--- config.mk ---
export PLATFORM = sky130hd
export DESIGN_NAME = vec_irq_ctrl
export DESIGN_NICKNAME = d
export VERILOG_FILES = /design/src/rtl/vic_pkg.sv /design/src/rtl/vic_enable.sv /design/src/rtl/vic_arbiter.sv /design/src/rtl/vic_ack.sv /design/src/rtl/vec_irq_ctrl.sv
export SDC_FILE = /design/constraint.sdc
export NUM_CORES = 1
export LEC_CHECK = 0
export BUFFER_PORTS_ARGS = -buffer_cell sky130_fd_sc_hd__buf_2
export CAP_MARGIN = 25
export CORE_ASPECT_RATIO = 1.2
export CORE_MARGIN = 4
export CORE_UTILIZATION = 45
export CTS_CLUSTER_DIAMETER = 100
export DETAILED_ROUTE_END_ITERATION = 7
export PLACE_DENSITY_LB_ADDON = 0.2
export SYNTH_ARGS = -nofsm -noshare
export SYNTH_HDL_FRONTEND = slang
export SYNTH_HIERARCHICAL = 1
export SYNTH_SLANG_ARGS = --single-unit
--- constraint.sdc ---
create_clock -name clk -period 1 [get_ports clk]
set_input_delay 0.2 -clock clk [delete_from_list [all_inputs] [get_ports clk]]
set_output_delay 0.2 -clock clk [all_outputs]
set_load 0.05 [all_outputs]
--- src/rtl/vic_pkg.sv ---
package vic_pkg;
  localparam int NSRC = 5;
  localparam int SRC_NMI = 0;
  localparam int SRC_L7  = 1;
  localparam int SRC_L6  = 2;
  localparam int SRC_L5  = 3;
  localparam int SRC_GEN = 4;

  function automatic logic [15:0] fixed_vec(input logic [NSRC-1:0] grant);
    logic [15:0] v;
    v = 16'h0000;
    if (grant[SRC_NMI]) v = 16'h0024;
    if (grant[SRC_L7])  v = 16'h003C;
    if (grant[SRC_L6])  v = 16'h0034;
    if (grant[SRC_L5])  v = 16'h002C;
    return v;
  endfunction

  function automatic logic [15:0] restart_vec(input logic [7:0] op);
    if (op[7:6] == 2'b11 && op[2:0] == 3'b111)
      return {10'd0, op[5:3], 3'b000};
    return 16'h0000;
  endfunction
endpackage

--- src/rtl/vic_enable.sv ---
module vic_enable #(
  parameter int MASK_W = 3
) (
  input  logic              clk,
  input  logic              rst_n,
  input  logic              ei_i,
  input  logic              di_i,
  input  logic              accept_i,
  input  logic              mask_we_i,
  input  logic [MASK_W-1:0] mask_wdata_i,
  output logic              gie_o,
  output logic [MASK_W-1:0] mask_o
);
  logic              gie_q, gie_d;
  logic [MASK_W-1:0] mask_q, mask_d;

  always_comb begin
    gie_d = gie_q;
    if (ei_i) gie_d = 1'b1;
    if (di_i || accept_i) gie_d = 1'b0;
    mask_d = mask_we_i ? mask_wdata_i : mask_q;
  end

  always_ff @(posedge clk or negedge rst_n) begin
    if (!rst_n) begin
      gie_q  <= 1'b0;
      mask_q <= '1;
    end else begin
      gie_q  <= gie_d;
      mask_q <= mask_d;
    end
  end

  assign gie_o  = gie_q;
  assign mask_o = mask_q;

  p_accept_clears_gie_r8: assert property (@(posedge clk) disable iff (!rst_n)
    accept_i |=> !gie_o);
  p_di_wins_r8: assert property (@(posedge clk) disable iff (!rst_n)
    di_i |=> !gie_o);
endmodule

--- src/rtl/vic_arbiter.sv ---
module vic_arbiter
  import vic_pkg::*;
(
  input  logic            clk,
  input  logic            rst_n,
  input  logic            nmi_i,
  input  logic            lvl7_i,
  input  logic            lvl6_i,
  input  logic            lvl5_i,
  input  logic            gen_i,
  input  logic            gie_i,
  input  logic [2:0]      mask_i,
  output logic [NSRC-1:0] grant_o
);
  logic [NSRC-1:0] req;

  always_comb begin
    req          = '0;
    req[SRC_NMI] = nmi_i;
    req[SRC_L7]  = lvl7_i & gie_i & ~mask_i[2];
    req[SRC_L6]  = lvl6_i & gie_i & ~mask_i[1];
    req[SRC_L5]  = lvl5_i & gie_i & ~mask_i[0];
    req[SRC_GEN] = gen_i  & gie_i;
  end

  for (genvar i = 0; i < NSRC; i++) begin : g_prio
    if (i == 0) begin : g_top
      assign grant_o[i] = req[i];
    end else begin : g_rest
      assign grant_o[i] = req[i] & ~(|req[i-1:0]);
    end
  end

  p_one_grant_r5: assert property (@(posedge clk) disable iff (!rst_n)
    $onehot0(grant_o));
  p_masked_l7_r4: assert property (@(posedge clk) disable iff (!rst_n)
    grant_o[SRC_L7] |-> (gie_i && !mask_i[2] && lvl7_i));
  p_gen_needs_gie_r6: assert property (@(posedge clk) disable iff (!rst_n)
    grant_o[SRC_GEN] |-> gie_i);
endmodule

--- src/rtl/vic_ack.sv ---
module vic_ack
  import vic_pkg::*;
#(
  parameter int INTA_CYCLES = 2,
  parameter int VEC_W = 16,
  parameter int BYTE_W = 8,
  localparam int CNT_W = (INTA_CYCLES > 1) ? $clog2(INTA_CYCLES) : 1
) (
  input  logic              clk,
  input  logic              rst_n,
  input  logic              start_vec_i,
  input  logic [VEC_W-1:0]  vec_i,
  input  logic              start_gen_i,
  input  logic [BYTE_W-1:0] data_i,
  output logic              busy_o,
  output logic              taken_o,
  output logic [VEC_W-1:0]  vector_o,
  output logic              inta_o,
  output logic [BYTE_W-1:0] byte_o
);
  localparam logic [CNT_W-1:0] LAST = CNT_W'(INTA_CYCLES - 1);

  logic              ack_q, ack_d;
  logic [CNT_W-1:0]  cnt_q, cnt_d;
  logic              taken_q, taken_d;
  logic [VEC_W-1:0]  vec_q, vec_d;
  logic [BYTE_W-1:0] byte_q, byte_d;

  always_comb begin
    ack_d   = ack_q;
    cnt_d   = cnt_q;
    taken_d = 1'b0;
    vec_d   = vec_q;
    byte_d  = byte_q;
    if (ack_q) begin
      if (cnt_q == LAST) begin
        ack_d   = 1'b0;
        byte_d  = data_i;
        vec_d   = restart_vec(data_i);
        taken_d = 1'b1;
      end else begin
        cnt_d = cnt_q + 1'b1;
      end
    end else if (start_vec_i) begin
      taken_d = 1'b1;
      vec_d   = vec_i;
    end else if (start_gen_i) begin
      ack_d = 1'b1;
      cnt_d = '0;
    end
  end

  always_ff @(posedge clk or negedge rst_n) begin
    if (!rst_n) begin
      ack_q   <= 1'b0;
      cnt_q   <= '0;
      taken_q <= 1'b0;
      vec_q   <= '0;
      byte_q  <= '0;
    end else begin
      ack_q   <= ack_d;
      cnt_q   <= cnt_d;
      taken_q <= taken_d;
      vec_q   <= vec_d;
      byte_q  <= byte_d;
    end
  end

  assign busy_o   = ack_q;
  assign inta_o   = ack_q;
  assign taken_o  = taken_q;
  assign vector_o = vec_q;
  assign byte_o   = byte_q;

  p_taken_pulse_r9: assert property (@(posedge clk) disable iff (!rst_n)
    taken_o |=> !taken_o);
  p_no_overlap_r6: assert property (@(posedge clk) disable iff (!rst_n)
    !(inta_o && taken_o));
  p_fall_gives_taken_r7: assert property (@(posedge clk) disable iff (!rst_n)
    $fell(inta_o) |-> taken_o);
endmodule

--- src/rtl/vec_irq_ctrl.sv ---
module vec_irq_ctrl
  import vic_pkg::*;
#(
  parameter int INTA_CYCLES = 2
) (
  input  logic        clk,
  input  logic        rst_n,
  input  logic        nmi_i,
  input  logic        lvl7_i,
  input  logic        lvl6_i,
  input  logic        lvl5_i,
  input  logic        gen_req_i,
  input  logic        ei_i,
  input  logic        di_i,
  input  logic        mask_we_i,
  input  logic [2:0]  mask_wdata_i,
  input  logic        insn_end_i,
  input  logic [7:0]  data_i,
  output logic        taken_o,
  output logic [15:0] vector_o,
  output logic        inta_o,
  output logic [7:0]  ack_byte_o
);
  logic [1:0]      rst_sync_q;
  logic            rst_n_int;
  logic            gie;
  logic [2:0]      mask;
  logic [NSRC-1:0] grant;
  logic            busy;
  logic            window;
  logic            accept;
  logic            start_vec;
  logic            start_gen;

  always_ff @(posedge clk or negedge rst_n) begin
    if (!rst_n) rst_sync_q <= 2'b00;
    else        rst_sync_q <= {rst_sync_q[0], 1'b1};
  end
  assign rst_n_int = rst_sync_q[1];

  assign window    = insn_end_i & ~busy & ~taken_o;
  assign accept    = window & (|grant);
  assign start_gen = window & grant[SRC_GEN];
  assign start_vec = accept & ~grant[SRC_GEN];

  vic_enable #(.MASK_W(3)) u_enable (
    .clk          (clk),
    .rst_n        (rst_n_int),
    .ei_i         (ei_i),
    .di_i         (di_i),
    .accept_i     (accept),
    .mask_we_i    (mask_we_i),
    .mask_wdata_i (mask_wdata_i),
    .gie_o        (gie),
    .mask_o       (mask)
  );

  vic_arbiter u_arb (
    .clk     (clk),
    .rst_n   (rst_n_int),
    .nmi_i   (nmi_i),
    .lvl7_i  (lvl7_i),
    .lvl6_i  (lvl6_i),
    .lvl5_i  (lvl5_i),
    .gen_i   (gen_req_i),
    .gie_i   (gie),
    .mask_i  (mask),
    .grant_o (grant)
  );

  vic_ack #(.INTA_CYCLES(INTA_CYCLES), .VEC_W(16), .BYTE_W(8)) u_ack (
    .clk         (clk),
    .rst_n       (rst_n_int),
    .start_vec_i (start_vec),
    .vec_i       (fixed_vec(grant)),
    .start_gen_i (start_gen),
    .data_i      (data_i),
    .busy_o      (busy),
    .taken_o     (taken_o),
    .vector_o    (vector_o),
    .inta_o      (inta_o),
    .byte_o      (ack_byte_o)
  );

  p_nmi_vector_r2: assert property (@(posedge clk) disable iff (!rst_n_int)
    (window && nmi_i) |=> (taken_o && vector_o == 16'h0024));
  p_boundary_only_r9: assert property (@(posedge clk) disable iff (!rst_n_int)
    (!insn_end_i && !busy) |=> !taken_o);
endmodule

==> summary.txt <==
Job
  • Maxcap violations: 0

Floorplanning
  • Die Area: 4190 um^2
  • Starting Density: 0.469
  • Die W: roughly 60 um
  • Core area: a little over 3000 um^2
  • Die height: ~70 um
  • Row count: 22
  • # IOs: 48

Worst setup path
  • R2r startpoint: u_enable/mask_o[1]
  • R2R Setup Slk: -1140 ps
  • R2R cell count: 8
  • Critical Path Fanout Max: 4
  • WP data required: about 1200 ps
  • Worst Setup End Kind: flop
  • CP peak stage delay: approximately 550 ps
  • Worst EP arrival: around 2400 ps
  • Critical Path Slowest Stage Cell: dfstp_2
  • Startpoint types: flop
  • Crit Reg-Reg Endpoint: u_ack/vector_o[3]
  • Critical Path, Cell by Cell: nand2b_4 > and4bb_1 > or4_4 > and3b_1 > nor2b_4 > a21oi_4 > inv_2 > o22a_1
  • CP Class: flop to flop

Placed design
  • Placed cell area: approximately 1900 um^2
  • Routability cong.: 0.747
  • Pre-CTS WS: -1100 ps
  • Hpwl dp: between 2000 and 2500 um
  • Port bufs: between 40 and 50

Final layout
  • Diode count: 0
  • Most frequent cells in the layout: 34 x buf_4, 30 x dfrtp_1, 28 x buf_6, 21 x buf_2
  • Most common cell after layout, fill and taps aside: buf_4
  • Multi-input gate area: about 620 um^2
  • Post-layout nets: 228
  • Share of cells above drive strength 1: 0.570
  • Register area: approximately 830 um^2
  • Final Instance Area: 2320 um^2
  • P&R area growth vs syn: 60.7%
  • Filler instances: between 200 and 250

GRT
  • Initial antenna violation count: 0
  • Vias in the first global route: 1284
  • First-pass GRT wire length: between 5000 and 6000 um
  • Largest net degree at the start of global routing: 17
  • GRT Residual Overflow: 0
  • GRT Overall Usage: 0.189

Detailed routing
  • WL final: around 3500 um
  • Antenna-violating nets left: 0
  • Vias: about 1200
  • Via density: 4.86
  • Drt pass-1 iters: 4
  • Initial DRC count: 14
  • DRC: 0
  • Routed WL per cell: ~14 um

Clock network
  • CTS tree: built
  • CTS buffer count: 5
  • Clock root buffer: clkbuf_4
  • Clock sinks: 33
  • H-tree depth: 2
  • CTS clk-pin slew, worst paths: 110 ps
  • Clock buffer depth: 2
  • Clock Latency Late Sink: approximately 340 ps

Synth
  • Ys Warns: 6
  • Synth unique cells: 32
  • Mapped Area: between 1000 and 1500 um^2
  • Async set-reset flop share out of synthesis: 1.00
  • Post-synth EDFFs: 0
  • Synth Flop Type: dfrtp_1
  • Syn_area_per_cell: about 14 um^2
  • Yosys reg bits: 33
  • Post-Synthesis Cells: 106
  • Register area share after synthesis: 0.574

Timing
  • Unrepaired setup endpoints after global routing: true
  • Final slew viol count: 0
  • Final Cycle Share: 2.14
  • Worst Skew: between 10 and 15 ps
  • Final hold violations: 0
  • Setup TNS: -26420 ps
  • Setup Viol. Count Final: 54
  • Fin Hold WS: roughly 93 ps
  • Final min period: around 2100 ps
  • Final WS setup: -1140 ps
  • F_max: ~0.47 GHz

Run status
  • Failing checks: setup timing
  • Status: complete, but fails checks

Power
  • Max VDD drop: about 2.1 mV
  • Leak pwr: ~1.2 nW
  • Pwr Total: roughly 6.5 mW
  • PwrDens: around 2800 nW/um^2

Min path
  • Worst min-delay path class: primary input to flop
  • Hold path cells: 2
  • Beginning of the worst hold path: mask_wdata_i[2]
  • Worst hold endpoint: u_enable/mask_o[2]
[area by class of cell]
class                      instances  area share
sequential                        33       0.357
timing repair buffer              88       0.321
multi-input combinational         76       0.269
clock buffer                       7      0.0280
tap                               36      0.0194
inverter                           2     0.00323
clock inverter                     1     0.00216
[per-layer routing]
layer	wire length, um	global-route usage
met5	0	0
met4	76	0.0936
met3	157	0.0499
met2	1860	0.303
met1	1420	0.228
[cell families (layout without fill, tap and decap cells)]
logic type / Yosys count / after routing / share of synthesized area
compound gates: 23 / 23 / 0.140
flops: 33 / 33 / 0.574
simple gates: 28 / 28 / 0.126
mux: 12 / 12 / 0.111
buf+inv: 8 / 98 / 0.0441
other cells: 2 / 13 / 0.00520
[report_power, final]
part	switching, mW	internal, mW	total [mW]	leakage [nW]
Sequential	0.347	1.78	2.13	0.396
Clock	0.448	0.407	0.856	0.0413
Combinational	1.98	1.56	3.53	0.780
[through the flow]
| stage | cells | utilization |
|---|---|---|
| 2_1_floorplan | 117 | - |
| 3_3_place_gp | 212 | 0.603 |
| 3_5_place_dp | 212 | 0.603 |
| 4_1_cts | 235 | 0.726 |
| 5_1_grt | 243 | 0.753 |
| 6_report | 243 | 0.753 |
[what timing repair did]
action                                  CTS  global route
hold buffers                              2             0
pin swaps                                 2             3
endpoints found under the setup margin   54            54
endpoints found under the hold margin     3             0
setup buffers                            13             9
resized for setup                        59             5
[worst max-delay path, delay by kind of cell (launching register included)]
kind	cells	cell delay (ps)
buffers and inverters	1	70
and+or+nand+nor	5	1050
DFF	1	550
AOI/OAI and AO/OA	2	350
[synthesized netlist by cell type, types with 2 or more instances]
| cell | instances | area, um^2 |
|---|---|---|
| dfrtp_1 | 30 | 751 |
| a22o_1 | 13 | 114 |
| nor2_1 | 8 | 30.0 |
| mux2_4 | 7 | 105 |
| mux2_2 | 4 | 45.0 |
| nand2b_1 | 4 | 25.0 |
| o21a_1 | 4 | 30.0 |
| buf_6 | 3 | 33.8 |
| dfstp_2 | 3 | 78.8 |
| nand3_1 | 3 | 15.0 |
| o22a_1 | 3 | 26.3 |
| buf_4 | 2 | 15.0 |
| conb_1 | 2 | 7.51 |
| nor3b_1 | 2 | 15.0 |
[state kept, by name (all words and copies together), names as in the netlist]
| name | count |
|---|---|
| u_ack/busy_o | 1 |
| u_ack/vector_o | 16 |
| u_ack/byte_o | 8 |
| u_ack/taken_o | 1 |
| u_enable/gie_o | 1 |
| rst_sync_q | 2 |
| u_enable/mask_o | 3 |
| u_ack/cnt_q | 1 |
[worst max path at each step]
stage | start | end | depth (start not counted)
CTS | u_enable/mask_o[1] | u_ack/vector_o[4] | 8
finish | u_enable/mask_o[1] | u_ack/vector_o[3] | 8
global placement | u_enable/mask_o[1] | u_ack/vector_o[3] | 8
detailed placement | u_enable/mask_o[1] | u_ack/vector_o[10] | 8
global route | u_enable/mask_o[1] | u_ack/vector_o[4] | 8
floorplan | u_enable/mask_o[1] | u_ack/vector_o[3] | 8
No activity file was read; power rests on OpenSTA's default activity.
